==> src/rtl/lcell_pkg.sv <==
package lcell_pkg;
    // default address width of each cofactor table
    localparam int unsigned COF_IN_DEF = 4;
    // mixer inputs: split variable, G output, F output
    localparam int unsigned MIX_IN     = 3;
    localparam int unsigned MIX_BITS   = 1 << MIX_IN;
    // mixer image that turns H into a plain 2:1 select on the split variable
    localparam logic [MIX_BITS-1:0] MIX_SELECT = 8'hD8;
endpackage

==> src/rtl/lcell_cfg_chain.sv <==
module lcell_cfg_chain #(
    parameter int unsigned LEN = 41
) (
    input  logic           clk,
    input  logic           rst,
    input  logic           shift_en,
    input  logic           shift_in,
    output logic [LEN-1:0] bits
);
    typedef struct packed {
        logic [LEN-1:0] bits;
    } chain_t;

    chain_t st_d, st_q;

    always_comb begin
        st_d = st_q;
        if (rst) begin
            st_d.bits = '0;
        end else if (shift_en) begin
            st_d.bits = {shift_in, st_q.bits[LEN-1:1]};
        end
    end

    always_ff @(posedge clk) begin
        st_q <= st_d;
    end

    assign bits = st_q.bits;

    // contents hold when shifting is off
    a_r2_hold: assert property (@(posedge clk) disable iff (rst)
        !shift_en |=> $stable(bits));

    // newest bit enters at the top
    a_r3_entry: assert property (@(posedge clk) disable iff (rst)
        shift_en |=> bits[LEN-1] == $past(shift_in));

    // older bits move one place toward index 0
    a_r3_move: assert property (@(posedge clk) disable iff (rst)
        shift_en |=> bits[LEN-2:0] == $past(bits[LEN-1:1]));
endmodule

==> src/rtl/lcell_lut.sv <==
module lcell_lut #(
    parameter int unsigned N = 4
) (
    input  logic [(1<<N)-1:0] table_bits,
    input  logic [N-1:0]      addr,
    output logic              y
);
    always_comb begin
        y = table_bits[addr];
    end
endmodule

==> src/rtl/lcell_out_stage.sv <==
module lcell_out_stage (
    input  logic clk,
    input  logic rst,
    input  logic comb_sel,
    input  logic d,
    output logic y
);
    typedef struct packed {
        logic held;
    } out_t;

    out_t st_d, st_q;

    always_comb begin
        st_d.held = d;
        if (rst) begin
            st_d.held = 1'b0;
        end
    end

    always_ff @(posedge clk) begin
        st_q <= st_d;
    end

    assign y = comb_sel ? d : st_q.held;

    // bypass mode gives the live value
    a_r6_bypass: assert property (@(posedge clk) disable iff (rst)
        comb_sel |-> y == d);

    // registered mode shows last edge's value
    a_r7_registered: assert property (@(posedge clk) disable iff (rst)
        (!comb_sel && !$past(rst)) |-> y == $past(d));
endmodule

==> src/rtl/logic_cell_5in.sv <==
module logic_cell_5in #(
    parameter int unsigned LUT_IN = lcell_pkg::COF_IN_DEF
) (
    input  logic            clk,
    input  logic            rst,
    input  logic            cfg_en,
    input  logic            cfg_din,
    input  logic [LUT_IN:0] x_in,
    output logic            cell_out,
    output logic            g_out,
    output logic            f_out
);
    localparam int unsigned LUT_BITS  = 1 << LUT_IN;
    localparam int unsigned MIX_BITS  = lcell_pkg::MIX_BITS;
    localparam int unsigned CHAIN_LEN = 2 * LUT_BITS + MIX_BITS + 1;
    localparam int unsigned SEL_POS   = CHAIN_LEN - 1;

    logic [CHAIN_LEN-1:0] chain;
    logic [1:0]           cof_y;
    logic                 mix_y;

    lcell_cfg_chain #(.LEN(CHAIN_LEN)) u_chain (
        .clk      (clk),
        .rst      (rst),
        .shift_en (cfg_en),
        .shift_in (cfg_din),
        .bits     (chain)
    );

    // k=1: cofactor for a=1 (G), k=0: cofactor for a=0 (F)
    for (genvar k = 0; k < 2; k++) begin : g_cof
        localparam int unsigned BASE = MIX_BITS + (1 - k) * LUT_BITS;
        lcell_lut #(.N(LUT_IN)) u_lut (
            .table_bits (chain[BASE +: LUT_BITS]),
            .addr       (x_in[LUT_IN:1]),
            .y          (cof_y[k])
        );
    end

    assign g_out = cof_y[1];
    assign f_out = cof_y[0];

    lcell_lut #(.N(lcell_pkg::MIX_IN)) u_mix (
        .table_bits (chain[MIX_BITS-1:0]),
        .addr       ({f_out, g_out, x_in[0]}),
        .y          (mix_y)
    );

    lcell_out_stage u_out (
        .clk      (clk),
        .rst      (rst),
        .comb_sel (chain[SEL_POS]),
        .d        (mix_y),
        .y        (cell_out)
    );

    // with the select image loaded, the mixer picks G or F by a
    a_r8_shannon: assert property (@(posedge clk) disable iff (rst)
        (chain[MIX_BITS-1:0] == lcell_pkg::MIX_SELECT && chain[SEL_POS])
        |-> cell_out == (x_in[0] ? g_out : f_out));
endmodule

==> config.mk <==
export PLATFORM = sky130hd
export DESIGN_NAME = logic_cell_5in
export DESIGN_NICKNAME = d
export VERILOG_FILES = /design/src/rtl/lcell_pkg.sv /design/src/rtl/lcell_cfg_chain.sv /design/src/rtl/lcell_lut.sv /design/src/rtl/lcell_out_stage.sv /design/src/rtl/logic_cell_5in.sv
export SDC_FILE = /design/constraint.sdc
export NUM_CORES = 1
export LEC_CHECK = 0
export BUFFER_PORTS_ARGS = -buffer_cell sky130_fd_sc_hd__buf_2
export CAP_MARGIN = 20
export CELL_PAD_IN_SITES_DETAIL_PLACEMENT = 1
export CELL_PAD_IN_SITES_GLOBAL_PLACEMENT = 2
export CORE_ASPECT_RATIO = 0.5
export CORE_MARGIN = 5
export CORE_UTILIZATION = 35
export CTS_CLUSTER_DIAMETER = 80
export CTS_CLUSTER_SIZE = 14
export DETAILED_ROUTE_END_ITERATION = 8
export HOLD_SLACK_MARGIN = 0.03
export PLACE_DENSITY_LB_ADDON = 0.1
export SYNTH_ARGS = -nofsm -noshare
export SYNTH_HDL_FRONTEND = slang
export SYNTH_SLANG_ARGS = --single-unit
==> constraint.sdc <==
create_clock -name clk -period 1.4 [get_ports clk]
set_input_delay 0.07 -clock clk [delete_from_list [all_inputs] [get_ports clk]]
set_output_delay 0.07 -clock clk [all_outputs]
set_load 0.01 [all_outputs]
Word-level counts from Yosys, hierarchy flattened
Cells that the tools add are included. Widths: inputs -> output; s select.

Output and inout bits: 3. Logic and storage cells: 11. Bits of input ports: 9. Register bits: 42.

Multiplexer cells: 7. Magnitude comparators: 2.

Operator list (number): $bmux 1 s4 (2); $lt 4x5->1 const B (1); $lt 3x4->1 const B (1); $mux 1 (4); $bmux 1 s3 (1).

Logic depth before layout (Yosys ltp)
Gate-level depths: netlist (run 1).

Depth after elaboration: 5. Depth in mapped cells: 7. Mapped depth without buffers: 6.

Modules after synthesis
From an unflattened synthesis (run 1), not the netlist that was laid out.

Cell total of the unflattened synthesis: 153. Area total of the unflattened synthesis: 1883.1 um^2.

Modules (own cells, without submodules): lcell_cfg_chain (times used 1, area each 1507.7 um^2, seq. area each 820.8 um^2, cells each 133); lcell_lut (g_cof[0].u_lut ...) (times used 2, area each 135.1 um^2, seq. area each 0.0 um^2, cells each 7); lcell_lut (u_mix) (times used 1, area each 63.8 um^2, seq. area each 0.0 um^2, cells each 3); lcell_out_stage (times used 1, area each 41.3 um^2, seq. area each 20.0 um^2, cells each 3).

Worst setup path before layout (run 1)
No wires, ideal clock.

Path type: reg-to-output. Start point: register u_chain.st_q, in the netlist u_chain.bits[27]. End point: output port cell_out. Path slack: -0.258 ns. Cell stages (with the launch flop): 7. Arrival: 1.588 ns. Buffers on the path: 0. Cell sequence: dfxtp_1 > mux4_2 > nor2b_1 > a211oi_1 > a21oi_1 > mux2i_1 > a21oi_1.

Word-level cells in the longest chain between the ends: 5.

Ends and longest elaborated chain: start: declaration (RTL line lcell_cfg_chain.sv:14) `chain_t st_d, st_q;`; start signal: assignment (RTL line lcell_cfg_chain.sv:26) `st_q <= st_d;`; $bmux 1 s4 (RTL line lcell_lut.sv:9) `y = table_bits[addr];`; $mux 1 (not written as such) (RTL line lcell_lut.sv:9); net f_out (RTL line logic_cell_5in.sv:11) `output logic f_out`; $bmux 1 s3 (RTL line lcell_lut.sv:9); $mux 1 (not written as such) (RTL line lcell_lut.sv:9); $mux 1 (RTL line lcell_out_stage.sv:25) `assign y = comb_sel ? d : st_q.held;`; end: declaration (RTL line logic_cell_5in.sv:9) `output logic cell_out,`.

The timed path passes the listed nets, and every way through them passes these cells. The select of a mux whose other input is x is not followed.

Worst setup path in the final report (run 1)
Start point: register u_chain.st_q, in the netlist u_chain.bits[22]. End point: output port cell_out.

Word-level cells in the longest chain between the ends: 5.

Ends and longest elaborated chain (RTL line): $bmux 1 s4 (lcell_lut.sv:9); $mux 1 (not written as such) (lcell_lut.sv:9); $bmux 1 s3 (lcell_lut.sv:9); $mux 1 (not written as such) (lcell_lut.sv:9); $mux 1 (lcell_out_stage.sv:25).

No other way between the ends. The select of a mux whose other input is x is not followed.

==> impl_results.md, run 1 <==
- # Max-Cap Violations: 0
- Die height: 61.8 um
- Worst Reg-to-Reg Cells: 6
- Crit path cell chain: mux2i_1 -> o22ai_1 -> nor4_4 -> buf_4 -> mux2i_2 -> mux2i_2 -> a21oi_2 -> buf_2
- Fin area: 2420 um2
- Cells after DPL: 284
- Crit path DAT: 1.97 ns
- Wirelength, routed: 3910 um
- Final setup vio count: 4
- Port Buffers: 11
- Die area: 7020 um2
- H-tree depth: 2
- Number of core rows: 18
- Finished Core Util: 0.478
- Startpoint types: register
- Top FF cell, synth: dfxtp_1
- Avg Vias per Cell: 4.68
- Non-Filler Instances: 293
- Slew Limit Fails: 0
- Failing checks: setup timing
- Worst Path Class, Setup: register to output pin
- Post-synth EDFFs: 0
- Die X: 114 um
- Detailed-route DRC error count: 0
- Period utilization: 1.46
- Fmax: 490 MHz
- Via count: 1371
- Sink Count: 42
- Crit-path max cell delay: 0.32 ns
- Top cell type's share of synthesized area: 0.448
- Final Critical Period: 2.04 ns
- Setup WS post-layout: -0.642 ns
- Avg Cell Area, Syn: 10.5 um2
- Vias in the first global route: 1462
- GPL Wtd Cong: 0.679
- Fin nets: 232
- Final Hold Viols: 0
- Fin Setup TNS: -1.59 ns
- CTS tree: built
- Crit path max-delay family: multiplexers
- P_leak: 1.11 nW
- Final ANT Viol Nets: 0
- Critical path depth: 8
- DR iter-0 viols: 23
- Slew HR: 0.797
- Yosys warns: 0
- Total Routing Usage GR: 0.122
- Post-Synthesis Cells: 179
- Status: finished with violations
- Slew @ Worst Pin: 0.304 ns
- Min-delay worst type: input pin to register
- Start point of the worst hold path: rst
- First-pass GRT wire length: 6780 um
- Max VDD drop: 0.488 mV
- CP max FO: 3
- Cell Area, Synth: 1880 um2
- RSZ-0062 raised after global routing: true
- Max Root-Sink Buffers: 2
- Critical Path Start: u_chain.bits[22]
- Cell with the most instances after synthesis: mux2i_1
- Async SR Flop Fraction: 0
- Synthesized Nets: 188
- First-pass iteration count of the detailed router: 2
- Register area share after synthesis: 0.448
- Initial antenna violation count: 0
- Routed wire length per instance: 13.3 um
- Hold_ws: 0.200 ns
- Post-synth top area cell: dfxtp_1
- Yosys reg bits: 42
- Area after DPL: 2280 um2
- IO Count: 12
- Worst r2r src: u_chain.bits[27]
- Largest net degree at the start of global routing: 43
- Global route total overflow: 0
- Starting density of the core: 0.370
- Area grow syn2layout: 28.9%
- Core area: 5070 um2
- Total power: 2.10 mW
- Slowest CP cell: dfxtp_1
- WP buf/inv: 2
- Top cells by instance count after synthesis: mux2i_1 (57), nor2_1 (43), dfxtp_1 (42)
- Clk slew on worst S/H paths: 0.07 ns
- Post-synthesis cell type count: 22
- CTS Root Cell: clkbuf_8
- Worst Setup End Kind: output pin
- Power density over the cells: 868 nW/um2
- Most frequent CP cell: mux2i_2
- Num CTS Buffers: 5
- Post-DP HPWL: 2630 um
- Largest cells by area after synthesis: dfxtp_1 (45%), mux2i_1 (30%), nor2_1 (8.6%)
- Post-place setup slack: -0.485 ns
- Hold depth: 3
- Critical Path RT: 1.33 ns
- Fillers: 579
- Worst Skew: 0.00370 ns
- Worst-skew pair later-pin latency: 0.28 ns
- Layout cells sized above 1: 0.332
- # diodes: 0
[report_power, final]
part	total [mW]	internal (mW)	switching (mW)	leakage, nW
clock	0.724	0.344	0.380	0.0383
combinational	0.177	0.0814	0.0951	0.734
sequential	1.20	1.20	0.00298	0.341
total	2.10	1.62	0.478	1.11
[tightest hold or removal path, delay by kind of cell]
kind          cells  cell delay, ns
simple gates      1            0.07
buf+inv           2            0.31
[layout make-up]
| cell class | count | area [um2] | area share |
|---|---|---|---|
| well taps | 70 | 87.6 | 0.0362 |
| inverters | 2 | 7.51 | 0.00310 |
| clock buffers | 7 | 76.3 | 0.0315 |
| flip-flops and latches | 42 | 847 | 0.350 |
| multi-input cells | 120 | 1000 | 0.415 |
| repair buffers | 52 | 397 | 0.164 |
[path summary, 6_finish.rpt]
check	to	slack (ns)
worst max-delay path	cell_out	-0.64
worst min-delay path	u_chain.bits[12]	0.20
worst max register to register	u_out.st_q	-0.21
worst min register to register	u_chain.bits[0]	0.50
[state kept, by name (all words and copies together), names as in the netlist]
signal and cells:
u_chain.bits 41, u_out.st_q 1
[layer usage]
| layer | vias to the layer above | track usage | wire length (um) |
|---|---|---|---|
| li1 | 709 | - | - |
| met1 | 650 | 0.152 | 2070 |
| met2 | 8 | 0.208 | 1700 |
| met3 | 4 | 0.0377 | 104 |
| met4 | 0 | 0.0360 | 27 |
| met5 | - | 0 | 0 |
[kinds of logic (layout without fill, tap and decap cells)]
logic type / after synthesis / in the layout / share of synthesized area
DFF: 42 / 42 / 0.448
and+or+nand+nor: 52 / 52 / 0.127
AOI/OAI and AO/OA: 7 / 7 / 0.0253
muxes: 61 / 61 / 0.356
buffers and inverters: 17 / 61 / 0.0433
[repair_timing]
item,CTS,global route
endpoints found under the setup margin,4,4
setup buffers,2,1
gates resized for setup,2,10
hold endpoints to repair,1,0
hold buffers,1,0
pin swaps,1,5
[layout by cell type, fill, tap and decap left out, drive strengths merged]
cell	synthesis	routed
mux2i	57	57
inv	2	2
nand3b	2	2
dfxtp	42	42
nand2b	1	1
nor2	43	43
a21oi	2	2
nand3	1	1
nor2b	1	1
a211oi	1	1
o32ai	2	2
mux4	4	4
buf	4	51
o22ai	2	2
or3	1	1
or3b	2	2
clkbuf	11	7
dlygate4sd3	0	1
nor4	1	1
(Power assumes the default switching activity.)
==> run 2, diff against run 1 <==
ABC_AREA = 1   (was default)
CORE_UTILIZATION = 31   (was 35)
SLEW_MARGIN = 20   (was default)
==> run 2 against run 1 <==
  * Design area is 0.36% lower
  * Sequential share of layout area grew 0.75 points
  * Global-route usage up 0.92 points
  * Combinational power rose to 2.6 times the previous value
  * Power increased by 42%
  * Largest power group unchanged
  * Die area grew 14%
  * Critical endpoint unchanged
  * Clock-buffer cell count did not move
  * The run still ends with setup timing left
==> impl_results.md, run 2 <==
- Failing checks: setup timing (unchanged)
- Avg Vias per Cell: 4.70 (was 4.68)
- Pint: 2.17 mW (was 1.62 mW)
- Port Buffers: 11 (unchanged)
- Flop pwr share: 0.445 (was 0.571)
- RSZ-0062 raised after global routing: true (unchanged)
- CTS Root Cell: clkbuf_16 (was clkbuf_8)
- Largest cells by area after synthesis: dfxtp_1 (44%), a211oi_1 (16%), nand2_1 (8.0%) (was dfxtp_1 (45%), mux2i_1 (30%), nor2_1 (8.6%))
- Register area share after synthesis: 0.438 (was 0.448)
- Fin nets: 280 (was 232)
- Num CTS Buffers: 5 (unchanged)
- Die X: 121 um (was 114 um)
- Post-Synthesis Cells: 259 (was 179)
- P_leak: 0.970 nW (was 1.11 nW)
- IO Count: 12 (unchanged)
- # diodes: 0 (unchanged)
- Final ANT Viol Nets: 0 (unchanged)
- Layout cells sized above 1: 0.357 (was 0.332)
- Post-synth EDFFs: 0 (unchanged)
- Async SR Flop Fraction: 0 (unchanged)
- Worst Path Class, Setup: register to output pin (unchanged)
- Post-synthesis cell type count: 17 (was 22)
- Power density over the cells: 1230 nW/um2 (was 868 nW/um2)
- Max VDD drop: 0.429 mV (was 0.488 mV)
- Largest net degree at the start of global routing: 55 (was 43)
- Number of core rows: 20 (was 18)
- Share of total power in combinational logic: 0.156 (was 0.084)
- Die area: 7960 um2 (was 7020 um2)
- Psw: 802 uW (was 478 uW)
- Worst Setup End Kind: output pin (unchanged)
- Fmax: 629 MHz (was 490 MHz)
- Slew @ Worst Pin: 0.422 ns (was 0.304 ns)
- Avg Cell Area, Syn: 7.42 um2 (was 10.5 um2)
- Yosys warns: 0 (unchanged)
- Startpoint types: register (unchanged)
- Yosys reg bits: 42 (unchanged)
- Wirelength, routed: 5010 um (was 3910 um)
- Slew Limit Fails: 0 (unchanged)
- Cell Area, Synth: 1920 um2 (was 1880 um2)
- Crit path DAT: 1.52 ns (was 1.97 ns)
- CP max FO: 3 (unchanged)
- Period utilization: 1.13 (was 1.46)
- Die height: 65.7 um (was 61.8 um)
- CTS tree: built (unchanged)
- Sw frac: 0.270 (was 0.228)
- Routed wire length per instance: 13.9 um (was 13.3 um)
- Clock share of power: 0.399 (was 0.345)
- GPL Wtd Cong: 0.746 (was 0.679)
- Area grow syn2layout: 25.5% (was 28.9%)
- H-tree depth: 2 (unchanged)
- First-pass GRT wire length: 8110 um (was 6780 um)
- Via count: 1691 (was 1371)
- Sink Count: 42 (unchanged)
- CTS Hold Bufs: 0 (was 1)
- Setup WS post-layout: -0.189 ns (was -0.642 ns)
- Top FF cell, synth: dfxtp_1 (unchanged)
- Slew HR: 0.718 (was 0.797)
- Max FFs per register: 41 (unchanged)
- Critical Path RT: 1.33 ns (about the same)
- Final Critical Period: 1.59 ns (was 2.04 ns)
- Initial antenna violation count: 0 (unchanged)
- Final Hold Viols: 0 (unchanged)
- DR iter-0 viols: 62 (was 23)
- Commonest cells after routing, fill and taps aside: nor2_1 (41), a211oi_1 (41), nand2_1 (37) (was mux2i_1 (53), nor2_1 (43), buf_4 (38))
- Detailed-route DRC error count: 0 (unchanged)
- Cell with the most instances after synthesis: dfxtp_1 (was mux2i_1)
- Post-DP HPWL: 3270 um (was 2630 um)
- Hold_ws: 0.0673 ns (was 0.200 ns)
- First-pass iteration count of the detailed router: 4 (was 2)
- Finished Core Util: 0.400 (was 0.478)
- Top cell type's share of synthesized area: 0.438 (was 0.448)
- Global route total overflow: 0 (unchanged)
- Min-delay worst type: input pin to register (unchanged)
- Clk slew on worst S/H paths: 0.06 ns (was 0.07 ns)
- Vias in the first global route: 1619 (was 1462)
- Worst-skew pair later-pin latency: 0.29 ns (was 0.28 ns)
- Max Root-Sink Buffers: 2 (unchanged)
- Total Routing Usage GR: 0.131 (was 0.122)
- Top cells by instance count after synthesis: dfxtp_1 (42), a211oi_1 (41), nand2_1 (41), nor2_1 (41), inv_1 (32) (was mux2i_1 (57), nor2_1 (43), dfxtp_1 (42))
- Status: finished with violations (unchanged)
- Post-synth top area cell: dfxtp_1 (unchanged)
- Core area: 6030 um2 (was 5070 um2)
- # Max-Cap Violations: 0 (unchanged)
- Synthesized Nets: 268 (was 188)
- Starting density of the core: 0.318 (was 0.370)
- Worst Skew: 0.00431 ns (was 0.00370 ns)
- Final setup vio count: 3 (was 4)
## run 2: cell count changes after synthesis, moves of 7 or more
cell,delta
mux2i_1,-57
nand2_1,+41
a211oi_1,+40
inv_1,+30
nand3_1,+19
nand3_2,+7
## run 2: power groups by stage
stage	combinational, mW	sequential (mW)	clock (mW)
after CTS	0.421	1.31	1.24
after floorplan	0.281	1.33	0
after detailed placement	0.393	1.34	0
after global routing	0.518	1.33	1.29
after global placement	0.387	1.34	0
final	0.464	1.32	1.19
## run 2: kinds of logic after synthesis
kind of cell,synth area share
buf+inv,0.115
compound gates,0.188
flops,0.438
simple gates,0.259
## run 2: timing repair
action | in CTS | in global routing
gates resized for setup | 14 | 44
pin swaps | 7 | 18
setup endpoints to repair | 2 | 3
buffers inserted | 2 | 3
## run 2: layout make-up
class	count	area, um2
Clock buffer	7	143
Clock inverter	1	5.00
Fill cell	746	3620
Inverter	37	139
Multi-Input combinational cell	163	965
Sequential cell	42	862
Tap cell	88	110
Timing Repair Buffer	22	188
## run 2: layer usage
layer / vias up / GRT usage / routed length [um]
li1: 879 / - / -
met1: 795 / 0.184 / 2760
met2: 11 / 0.187 / 2040
met3: 6 / 0.0430 / 145
met4: 0 / 0.0419 / 64
met5: - / 0 / 0
## run 2: final timing paths
kind,start,to,slack [ns],cells after the start
worst max-delay path,u_chain.bits[14],cell_out,-0.19,11
worst min-delay path,cfg_din,u_chain.bits[40],0.07,3
worst max register to register,u_chain.bits[14],u_out.st_q,0.20,9
worst min register to register,u_chain.bits[17],u_chain.bits[16],0.47,2
## run 2: worst max-delay path, cell delays in order (launching register included)
cell and delay, ns:
dfxtp_2 0.33, inv_2 0.05, o21ai_2 0.12, nand2_1 0.08, nand3_2 0.10, nand3_4 0.09
nand2_4 0.10, nand2_2 0.05, nand3_2 0.08, nand3_2 0.07, nand2_1 0.05, buf_2 0.12
## run 2: through the flow
| step | total power [mW] | setup TNS, ns | area (um2) | cells | worst slack (ns) |
|---|---|---|---|---|---|
| 6_report | 2.98 | -0.311 | 2410 | 360 | -0.189 |
| 5_1_grt | 3.14 | -0.594 | 2410 | 360 | -0.316 |
| 4_1_cts | 2.97 | -0.241 | 2290 | 357 | -0.210 |
| 3_5_place_dp | 1.73 | 0 | 2090 | 347 | 0.0222 |
| 3_3_place_gp | 1.72 | 0 | 2090 | 347 | 0.0459 |
| 2_1_floorplan | 1.61 | 0 | 1920 | 259 | 0.290 |
==> run 3, diff against run 2 <==
CORE_UTILIZATION = 33   (was 31)
CTS_BUF_LIST = sky130_fd_sc_hd__clkbuf_8   (was default)
==> run 3 against run 2 <==
  * Routed wire length decreased by 2.8%
  * First-iteration DRC count decreased by 4.8%
  * Largest cell class unchanged
  * Register-to-register slack got worse by 0.09 ns
  * Clock power decreased by 30%
  * Critical endpoint unchanged
  * Sequential share of layout area increased by 2.1 points
  * Design area decreased by 5.1%
  * Power decreased by 13%
  * Global-route usage increased by 0.33 points
  * Combinational power decreased by 4%
  * Non-clock buffer count decreased by 3
  * Highest routed layer unchanged
  * Die area decreased by 5.4%
  * The run still ends with setup timing left
==> impl_results.md, run 3 (synthesis results as in run 2) <==
- Clk slew on worst S/H paths: 0.08 ns (was 0.06 ns)
- Crit path cell chain: inv_2 -> nand2_1 -> nand3_1 -> nand3_2 -> nand3_2 -> nand2_4 -> inv_2 -> nand3_2 -> nand3_2 -> nand2_1 -> buf_2 (was inv_2 -> o21ai_2 -> nand2_1 -> nand3_2 -> nand3_4 -> nand2_4 -> nand2_2 -> nand3_2 -> nand3_2 -> nand2_1 -> buf_2)
- Most frequent CP cell: nand3_2 (unchanged)
- Total power: 2.60 mW (was 2.98 mW)
- Cells after DPL: 330 (was 347)
- Reg2reg setup slack: 0.11 ns (was 0.20 ns)
- Final Critical Period: 1.58 ns (was 1.59 ns)
- Max FFs per register: 41 (unchanged)
- Final Hold Viols: 0 (unchanged)
- Hold Path End: u_chain.bits[40] (unchanged)
- GPL Wtd Cong: 0.710 (was 0.746)
- Slew Limit Fails: 0 (unchanged)
- Worst Path Class, Setup: register to output pin (unchanged)
- Fin nets: 277 (was 280)
- Post-place setup slack: 0.0129 ns (was 0.0222 ns)
- Setup WS post-layout: -0.180 ns (was -0.189 ns)
- CP max FO: 3 (unchanged)
- Commonest cells after routing, fill and taps aside: nor2_1 (41), a211oi_1 (41), nand2_1 (39) (was nor2_1 (41), a211oi_1 (41), nand2_1 (37))
- First-pass iteration count of the detailed router: 4 (unchanged)
- Worst Reg-to-Reg Cells: 11 (was 9)
- Via count: 1658 (was 1691)
- Fin Setup TNS: -0.356 ns (was -0.311 ns)
- Start point of the worst hold path: cfg_din (unchanged)
- Crit-path max cell delay: 0.35 ns (was 0.33 ns)
- CTS Root Cell: clkbuf_8 (was clkbuf_16)
- # diodes: 0 (unchanged)
- Capture point of the worst reg-to-reg path: u_out.st_q (unchanged)
- Non-Filler Instances: 342 (was 360)
- Period utilization: 1.13 (about the same)
- Psw: 752 uW (was 802 uW)
- Critical Path RT: 1.33 ns (about the same)
- Fmax: 633 MHz (was 629 MHz)
- WP buf/inv: 3 (was 2)
- Sink Count: 42 (unchanged)
- Hold_ws: 0.0735 ns (was 0.0673 ns)
- Initial antenna violation count: 0 (unchanged)
- Final ANT Viol Nets: 0 (unchanged)
- Slowest CP cell: dfxtp_1 (was dfxtp_2)
- Total Routing Usage GR: 0.134 (was 0.131)
- Fillers: 712 (was 746)
- Startpoint types: register (unchanged)
- Min-delay worst type: input pin to register (unchanged)
- Slew HR: 0.716 (was 0.718)
- Detailed-route DRC error count: 0 (unchanged)
- Hold depth: 3 (unchanged)
- Die X: 118 um (was 121 um)
- Final setup vio count: 3 (unchanged)
- Crit path DAT: 1.51 ns (was 1.52 ns)
- H-tree depth: 2 (unchanged)
- Clock share of power: 0.319 (was 0.399)
- RSZ-0062 raised after global routing: true (unchanged)
- Avg Vias per Cell: 4.85 (was 4.70)
- DR iter-0 viols: 59 (was 62)
- Crit path max-delay family: simple AND/OR/NAND/NOR gates (unchanged)
- Slew @ Worst Pin: 0.425 ns (was 0.422 ns)
- Flop pwr share: 0.509 (was 0.445)
- Vias in the first global route: 1614 (was 1619)
- Wirelength, routed: 4870 um (was 5010 um)
- Power density over the cells: 1130 nW/um2 (was 1230 nW/um2)
- Max Root-Sink Buffers: 2 (unchanged)
- Die height: 63.9 um (was 65.7 um)
- Finished Core Util: 0.411 (was 0.400)
- Failing checks: setup timing (unchanged)
- Fin area: 2290 um2 (was 2410 um2)
- P_leak: 0.929 nW (was 0.970 nW)
- # Max-Cap Violations: 0 (unchanged)
- Global route total overflow: 0 (unchanged)
- Pint: 1.84 mW (was 2.17 mW)
- Status: finished with violations (unchanged)
- Number of core rows: 19 (was 20)
- IO Count: 12 (unchanged)
- Sw frac: 0.290 (was 0.270)
- Area grow syn2layout: 19.2% (was 25.5%)
- Worst Setup End Kind: output pin (unchanged)
- Post-DP HPWL: 3240 um (was 3270 um)
- Max VDD drop: 0.472 mV (was 0.429 mV)
- First-pass GRT wire length: 8040 um (was 8110 um)
- Die area: 7540 um2 (was 7960 um2)
- Routed wire length per instance: 14.2 um (was 13.9 um)
- Largest net degree at the start of global routing: 61 (was 55)
- Port Buffers: 11 (unchanged)
- Area after DPL: 2040 um2 (was 2090 um2)
- Core area: 5560 um2 (was 6030 um2)
- Worst Skew: 0.0103 ns (was 0.00431 ns)
- Num CTS Buffers: 5 (unchanged)
- CTS tree: built (unchanged)
- Worst r2r src: u_chain.bits[29] (was u_chain.bits[14])
- Worst-skew pair later-pin latency: 0.31 ns (was 0.29 ns)
- Share of total power in combinational logic: 0.172 (was 0.156)
- Starting density of the core: 0.345 (was 0.318)
- Layout cells sized above 1: 0.335 (was 0.357)
-- run 3: worst register-to-register path, stage by stage (launching register included) --
cell	delay, ns
dfxtp_1	0.32
inv_1	0.08
nand2_1	0.06
nand3_1	0.10
nand3_2	0.08
nand3_2	0.10
nand2_4	0.07
inv_2	0.06
nand3_2	0.08
buf_4	0.14
nand2_1	0.08
nor2_2	0.03
-- run 3: repair_timing --
item	4_1_cts	5_1_grt
gates resized for setup	8	45
pin swaps	2	10
hold buffers	0	0
setup buffers	1	3
setup endpoints to repair	2	3
-- run 3: per-layer routing --
metal,GRT usage,wire length [um]
met3,0.0458,158
met5,0,0
met4,0.0515,72
met1,0.186,2660
met2,0.192,1980
-- run 3: power by group through the flow --
stage | Sequential (mW) | Combinational (mW) | Clock, mW
2_1_floorplan | 1.33 | 0.281 | 0
3_3_place_gp | 1.34 | 0.377 | 0
3_5_place_dp | 1.34 | 0.386 | 0
4_1_cts | 1.31 | 0.397 | 0.869
5_1_grt | 1.33 | 0.502 | 0.927
6_report | 1.32 | 0.446 | 0.829
-- run 3: how the worst max path moves through the flow --
stage                     depth (start not counted)        startpoint        to
final                                            11  u_chain.bits[30]  cell_out
after CTS                                        11  u_chain.bits[18]  cell_out
after detailed placement                         13           x_in[1]  cell_out
after global placement                           12           x_in[1]  cell_out
after floorplan                                  10  u_chain.bits[14]  cell_out
after global routing                             11  u_chain.bits[26]  cell_out
-- run 3: cell type report --
class	count	area, um2	area share
Tap cell	73	91.3	0.0399
Clock buffer	6	82.6	0.0361
Multi-Input combinational cell	163	955	0.417
Inverter	37	139	0.0607
Sequential cell	42	866	0.378
Timing Repair Buffer	19	146	0.0640
Clock inverter	2	8.76	0.00383
